## src/rtl/fcr_pkg.sv

```systemverilog
package fcr_pkg;

    localparam int CODE_W = 2;

    typedef enum logic [CODE_W-1:0] {
        FLT_GND  = 2'b00,
        FLT_OPEN = 2'b01,
        FLT_OVLD = 2'b10,
        FLT_NONE = 2'b11
    } flt_code_e;

    // pending code captured while a read is in progress
    typedef struct packed {
        logic                  valid;
        logic [CODE_W-1:0]     code;
    } pend_t;

    // synchronized level plus its one-cycle-old copy
    typedef struct packed {
        logic level;
        logic prev;
    } sync_pair_t;

    function automatic logic is_fault(input logic [CODE_W-1:0] c);
        return c != FLT_NONE;
    endfunction

    function automatic logic rose(input sync_pair_t p);
        return p.level & ~p.prev;
    endfunction

    function automatic logic fell(input sync_pair_t p);
        return ~p.level & p.prev;
    endfunction

endpackage

```

## src/rtl/fcr_sync.sv

```systemverilog
module fcr_sync
    import fcr_pkg::*;
#(
    parameter int STAGES  = 2,
    parameter bit RST_VAL = 1'b0
) (
    input  logic       clk,
    input  logic       rst,
    input  logic       din,
    output sync_pair_t sp
);
    logic [STAGES-1:0] chain;
    logic              prev_q;

    always_ff @(posedge clk) begin
        if (rst) begin
            chain  <= {STAGES{RST_VAL}};
            prev_q <= RST_VAL;
        end else begin
            chain  <= {chain[STAGES-2:0], din};
            prev_q <= chain[STAGES-1];
        end
    end

    assign sp.level = chain[STAGES-1];
    assign sp.prev  = prev_q;

endmodule

```

## src/rtl/fcr_code_bank.sv

```systemverilog
module fcr_code_bank
    import fcr_pkg::*;
#(
    parameter int NCH = 4,
    localparam int NB = NCH * CODE_W
) (
    input  logic           clk,
    input  logic           rst,
    input  logic           sel,
    input  logic           clr,
    input  logic [NCH-1:0] we,
    input  logic [NB-1:0]  wcode,
    output logic [NB-1:0]  codes,
    output logic           any_fault,
    output logic           pend_any
);
    logic [NCH-1:0] flt_vec;
    logic [NCH-1:0] pv_vec;

    for (genvar i = 0; i < NCH; i++) begin : g_ch
        logic [CODE_W-1:0] cur;
        pend_t             pnd;
        logic [CODE_W-1:0] nv;

        assign nv = wcode[i*CODE_W +: CODE_W];

        always_ff @(posedge clk) begin
            if (rst) begin
                cur <= FLT_NONE;
                pnd <= '0;
            end else begin
                if (clr) begin
                    cur <= pnd.valid ? pnd.code : FLT_NONE;
                    pnd <= '0;
                end
                if (we[i]) begin
                    if (sel) begin
                        pnd.valid <= 1'b1;
                        pnd.code  <= nv;
                    end else begin
                        cur <= nv;
                    end
                end
            end
        end

        assign codes[i*CODE_W +: CODE_W] = cur;
        assign flt_vec[i] = is_fault(cur);
        assign pv_vec[i]  = pnd.valid;
    end

    assign any_fault = |flt_vec;
    assign pend_any  = |pv_vec;

endmodule

```

## src/rtl/fcr_shifter.sv

```systemverilog
module fcr_shifter #(
    parameter int NB = 8
) (
    input  logic          clk,
    input  logic          rst,
    input  logic          load,
    input  logic [NB-1:0] frame,
    input  logic          sample,
    input  logic          shift,
    input  logic          sdi,
    output logic [NB-1:0] sr
);
    logic din_q;

    always_ff @(posedge clk) begin
        if (rst) begin
            sr    <= '1;
            din_q <= 1'b1;
        end else begin
            if (load) begin
                sr <= frame;
            end else if (shift) begin
                sr <= {sr[NB-2:0], din_q};
            end
            if (sample) begin
                din_q <= sdi;
            end
        end
    end

endmodule

```

## src/rtl/fault_chain_reg.sv

```systemverilog
module fault_chain_reg
    import fcr_pkg::*;
#(
    parameter int NCH         = 4,
    parameter int SYNC_STAGES = 2
) (
    input  logic                  clk,
    input  logic                  rst,
    input  logic [NCH-1:0]        flt_we,
    input  logic [NCH*CODE_W-1:0] flt_code,
    input  logic                  sclk_i,
    input  logic                  csn_i,
    input  logic                  sdi_i,
    output logic                  sdo_o
);
    localparam int NB = NCH * CODE_W;

    sync_pair_t    cs_sp, sk_sp;
    logic          sel, cs_rise, cs_fall, sclk_rise, sclk_fall;
    logic [NB-1:0] codes, frame, sr;
    logic          any_fault, pend_any;

    fcr_sync #(.STAGES(SYNC_STAGES), .RST_VAL(1'b1)) u_cs_sync (
        .clk(clk), .rst(rst), .din(csn_i), .sp(cs_sp)
    );

    fcr_sync #(.STAGES(SYNC_STAGES), .RST_VAL(1'b0)) u_sk_sync (
        .clk(clk), .rst(rst), .din(sclk_i), .sp(sk_sp)
    );

    assign sel       = ~cs_sp.level;
    assign cs_rise   = rose(cs_sp);
    assign cs_fall   = fell(cs_sp);
    assign sclk_rise = rose(sk_sp);
    assign sclk_fall = fell(sk_sp);

    fcr_code_bank #(.NCH(NCH)) u_bank (
        .clk(clk), .rst(rst), .sel(sel), .clr(cs_rise),
        .we(flt_we), .wcode(flt_code), .codes(codes),
        .any_fault(any_fault), .pend_any(pend_any)
    );

    // channel 0 occupies the two most significant frame bits, sent first
    for (genvar i = 0; i < NCH; i++) begin : g_frame
        assign frame[NB-1-i*CODE_W -: CODE_W] = codes[i*CODE_W +: CODE_W];
    end

    fcr_shifter #(.NB(NB)) u_shift (
        .clk(clk), .rst(rst), .load(cs_fall), .frame(frame),
        .sample(sel & sclk_rise), .shift(sel & sclk_fall),
        .sdi(sdi_i), .sr(sr)
    );

    assign sdo_o = sel ? sr[NB-1] : ~any_fault;

endmodule

```

## config.mk

```make
export PLATFORM = sky130hd
export DESIGN_NAME = fault_chain_reg
export DESIGN_NICKNAME = d
export VERILOG_FILES = /design/src/rtl/fcr_pkg.sv /design/src/rtl/fcr_sync.sv /design/src/rtl/fcr_code_bank.sv /design/src/rtl/fcr_shifter.sv /design/src/rtl/fault_chain_reg.sv
export SDC_FILE = /design/constraint.sdc
export NUM_CORES = 1
export LEC_CHECK = 0
export BUFFER_PORTS_ARGS = -buffer_cell sky130_fd_sc_hd__buf_2
export CORE_MARGIN = 2
export CORE_UTILIZATION = 60
export DETAILED_ROUTE_END_ITERATION = 6
export PLACE_DENSITY = 0.9
export SYNTH_ARGS = -nofsm -noshare
export SYNTH_HDL_FRONTEND = slang
export SYNTH_SLANG_ARGS = --single-unit
```

## constraint.sdc

```tcl
create_clock -name clk -period 3.3 [get_ports clk]
set_clock_uncertainty 0.05 [all_clocks]
set_input_delay 0.66 -clock clk [delete_from_list [all_inputs] [get_ports clk]]
set_output_delay 0.66 -clock clk [all_outputs]
set_load 0.01 [all_outputs]
```

==> run metrics <==
CTS H-tree depth=2; slowest stage cell, crit path=dfxtp_1; Max Cap Violations=0; Iter 0 DRT Violations=26; final setup vio count=0; Avg Inst Size Synth=9.68 um2; Netlist Area Pre-Place=1470 um2; area grow syn2layout=11.3%; TritonCTS buffer count=5; largest net degree at the start of global routing=24; total grt overflow=0; Fill cells=160; Crit. End Element=primary output; CTS Root Cell=clkbuf_4; final WL=2.94 mm; total die area=2860 um2; height of the die=53.5 um; diode count=0; post-route ant nets=0; worst path bufs/invs=1; LEAKAGE=0.649 nW; total global-route track usage=0.247; Max IR drop VDD=0.000448 V; CP max FO=23; # DRC=0; Seq/Total Area, Yosys=0.476; Final Non-Filler Cells=198; Vias per Instance=5.83; most numerous cell in the Yosys netlist=dfxtp_1; first-pass GRT wire length=4.93 mm; Yosys top cell by area=dfxtp_1; Critical Path RT=2.59 ns; post-synth cell types=23; hold buffer count at CTS=0; final hold slack=0.375 ns; hpwl dp=2.15 mm; post-CTS setup buffer count=0; crit path time final=2.42 ns; CTS tree=done; Clock Latency Late Sink=0.34 ns; crit-path cells=mux2_2 -> buf_2; Worst-path clk slew=0.11 ns; Final Hold Vio Count=0; DR WL/cell=14.9 um; Post-synth EDFFs=0; CTS Sinks=35; max frequency=0.413 GHz; element type at the critical path start=flip-flop; Worst path max stage delay=0.82 ns; FFs w/ async S/R, synth=0; Commonest cells post-synth=dfxtp_1, nor2_1, mux2i_1; vias in the first global route=1,131; Clock Path Buffers=2; final net count=186; pins over their slew limit=0; fraction of layout cells with a size suffix above 1=0.188; synth top area cells=dfxtp_1, mux2i_1, nor2_1; RSZ-0062 raised after global routing=no; RD Place Congestion=0.791; delay-heaviest family, CP=flip-flops; Slew @ Worst Pin=0.845 ns; CP Data Arrival Time=1.71 ns; DR pass1 iterations=4; Initial Utilization=0.647; Worst slew margin=0.436; synth warn=0; status=complete, no violations; Crit Path Class=flip-flop to primary output; Tightest Hold Check Type=flip-flop to flip-flop; top cell type's share of synthesized area=0.476; Post-Synthesis Cells=152; Buffers on Ports=17; die width=53.5 um; Ports=18; Final period util=0.734; num rows=17; initial antenna violation count=0; Main synth FF type=dfxtp_1; Mapped Nets=169; FF-to-FF setup slack=1.18 ns; Setup TNS=0 ns; Core ar.=2280 um2; Cell Count Post-Placement=190; routed via count=1,154; Power Density=514 nW/um2; post-cts sizing count=0; Yosys reg bits=35
[worst register-to-register path, cell delays in order, from the launching register on]
cell and delay, ns:
dfxtp_1 0.82, nor2b_1 0.39, or3_1 0.54, a2bb2oi_1 0.18
[cell usage in the layout, fill, tap and decap left out, drive strengths merged, types with 3 or more instances in the layout]
cell	n
dfxtp	35
a2bb2oi	8
o21ai	4
nor2b	8
a21oi	4
nand2	6
mux2	4
clkbuf	6
nor2	22
inv	6
a22oi	4
mux2i	20
o32ai	4
o22ai	4
or2	3
buf	17
nand2b	6
[routing by layer]
metal  global-route usage  routed length, um
met5                    0                  0
met4                0.115                 85
met3               0.0847                156
met2                0.416               1430
met1                0.279               1270
[power breakdown]
group / internal (mW) / switching, mW / leakage (nW)
combinational: 0.0363 / 0.0361 / 0.315
sequential: 0.436 / 0.0149 / 0.286
clock: 0.179 / 0.140 / 0.0482
total: 0.651 / 0.191 / 0.649
[metrics by stage]
step           setup WS (ns)  total power, mW  instance area [um2]  utilization
6_report               0.879            0.843                 1640        0.720
3_3_place_gp            1.29            0.528                 1550        0.682
2_1_floorplan           1.48            0.507                 1470            -
5_1_grt                0.796            0.875                 1640        0.720
4_1_cts                0.897            0.849                 1640        0.720
3_5_place_dp            1.25            0.532                 1550        0.682
[flip-flops by register name, summed over array words and instances, names as in the netlist]
register,count
u_bank.g_ch.cur,8
u_bank.g_ch.pnd,12
u_cs_sync.chain,2
u_cs_sync.prev_q,1
u_shift.din_q,1
u_shift.sr,8
u_sk_sync.chain,2
u_sk_sync.prev_q,1
[path summary, 6_finish.rpt]
path	start	endpoint	cells after the start
setup / recovery	u_cs_sync.chain[1]	sdo_o	2
hold / removal	u_cs_sync.chain[0]	u_cs_sync.chain[1]	1
setup reg to reg	u_cs_sync.chain[1]	u_shift.sr[7]	3
hold reg to reg	u_cs_sync.chain[0]	u_cs_sync.chain[1]	1
[kinds of logic after synthesis]
logic type / after synthesis / share of synthesized area
flops: 35 / 0.476
buf+inv: 13 / 0.0425
mux: 24 / 0.167
compound gates: 30 / 0.148
simple gates: 50 / 0.167
[cell type report]
cell class              instances  area [um2]  share of cell area
clock buffers                   6        51.3              0.0313
clock inverters                 2        35.0              0.0214
inverters                       6        22.5              0.0138
multi-input cells             104         708               0.432
flip-flops and latches         35         701               0.428
well taps                      28        35.0              0.0214
repair buffers                 17        85.1              0.0519
Note: power is estimated with default switching activity, not from simulation.
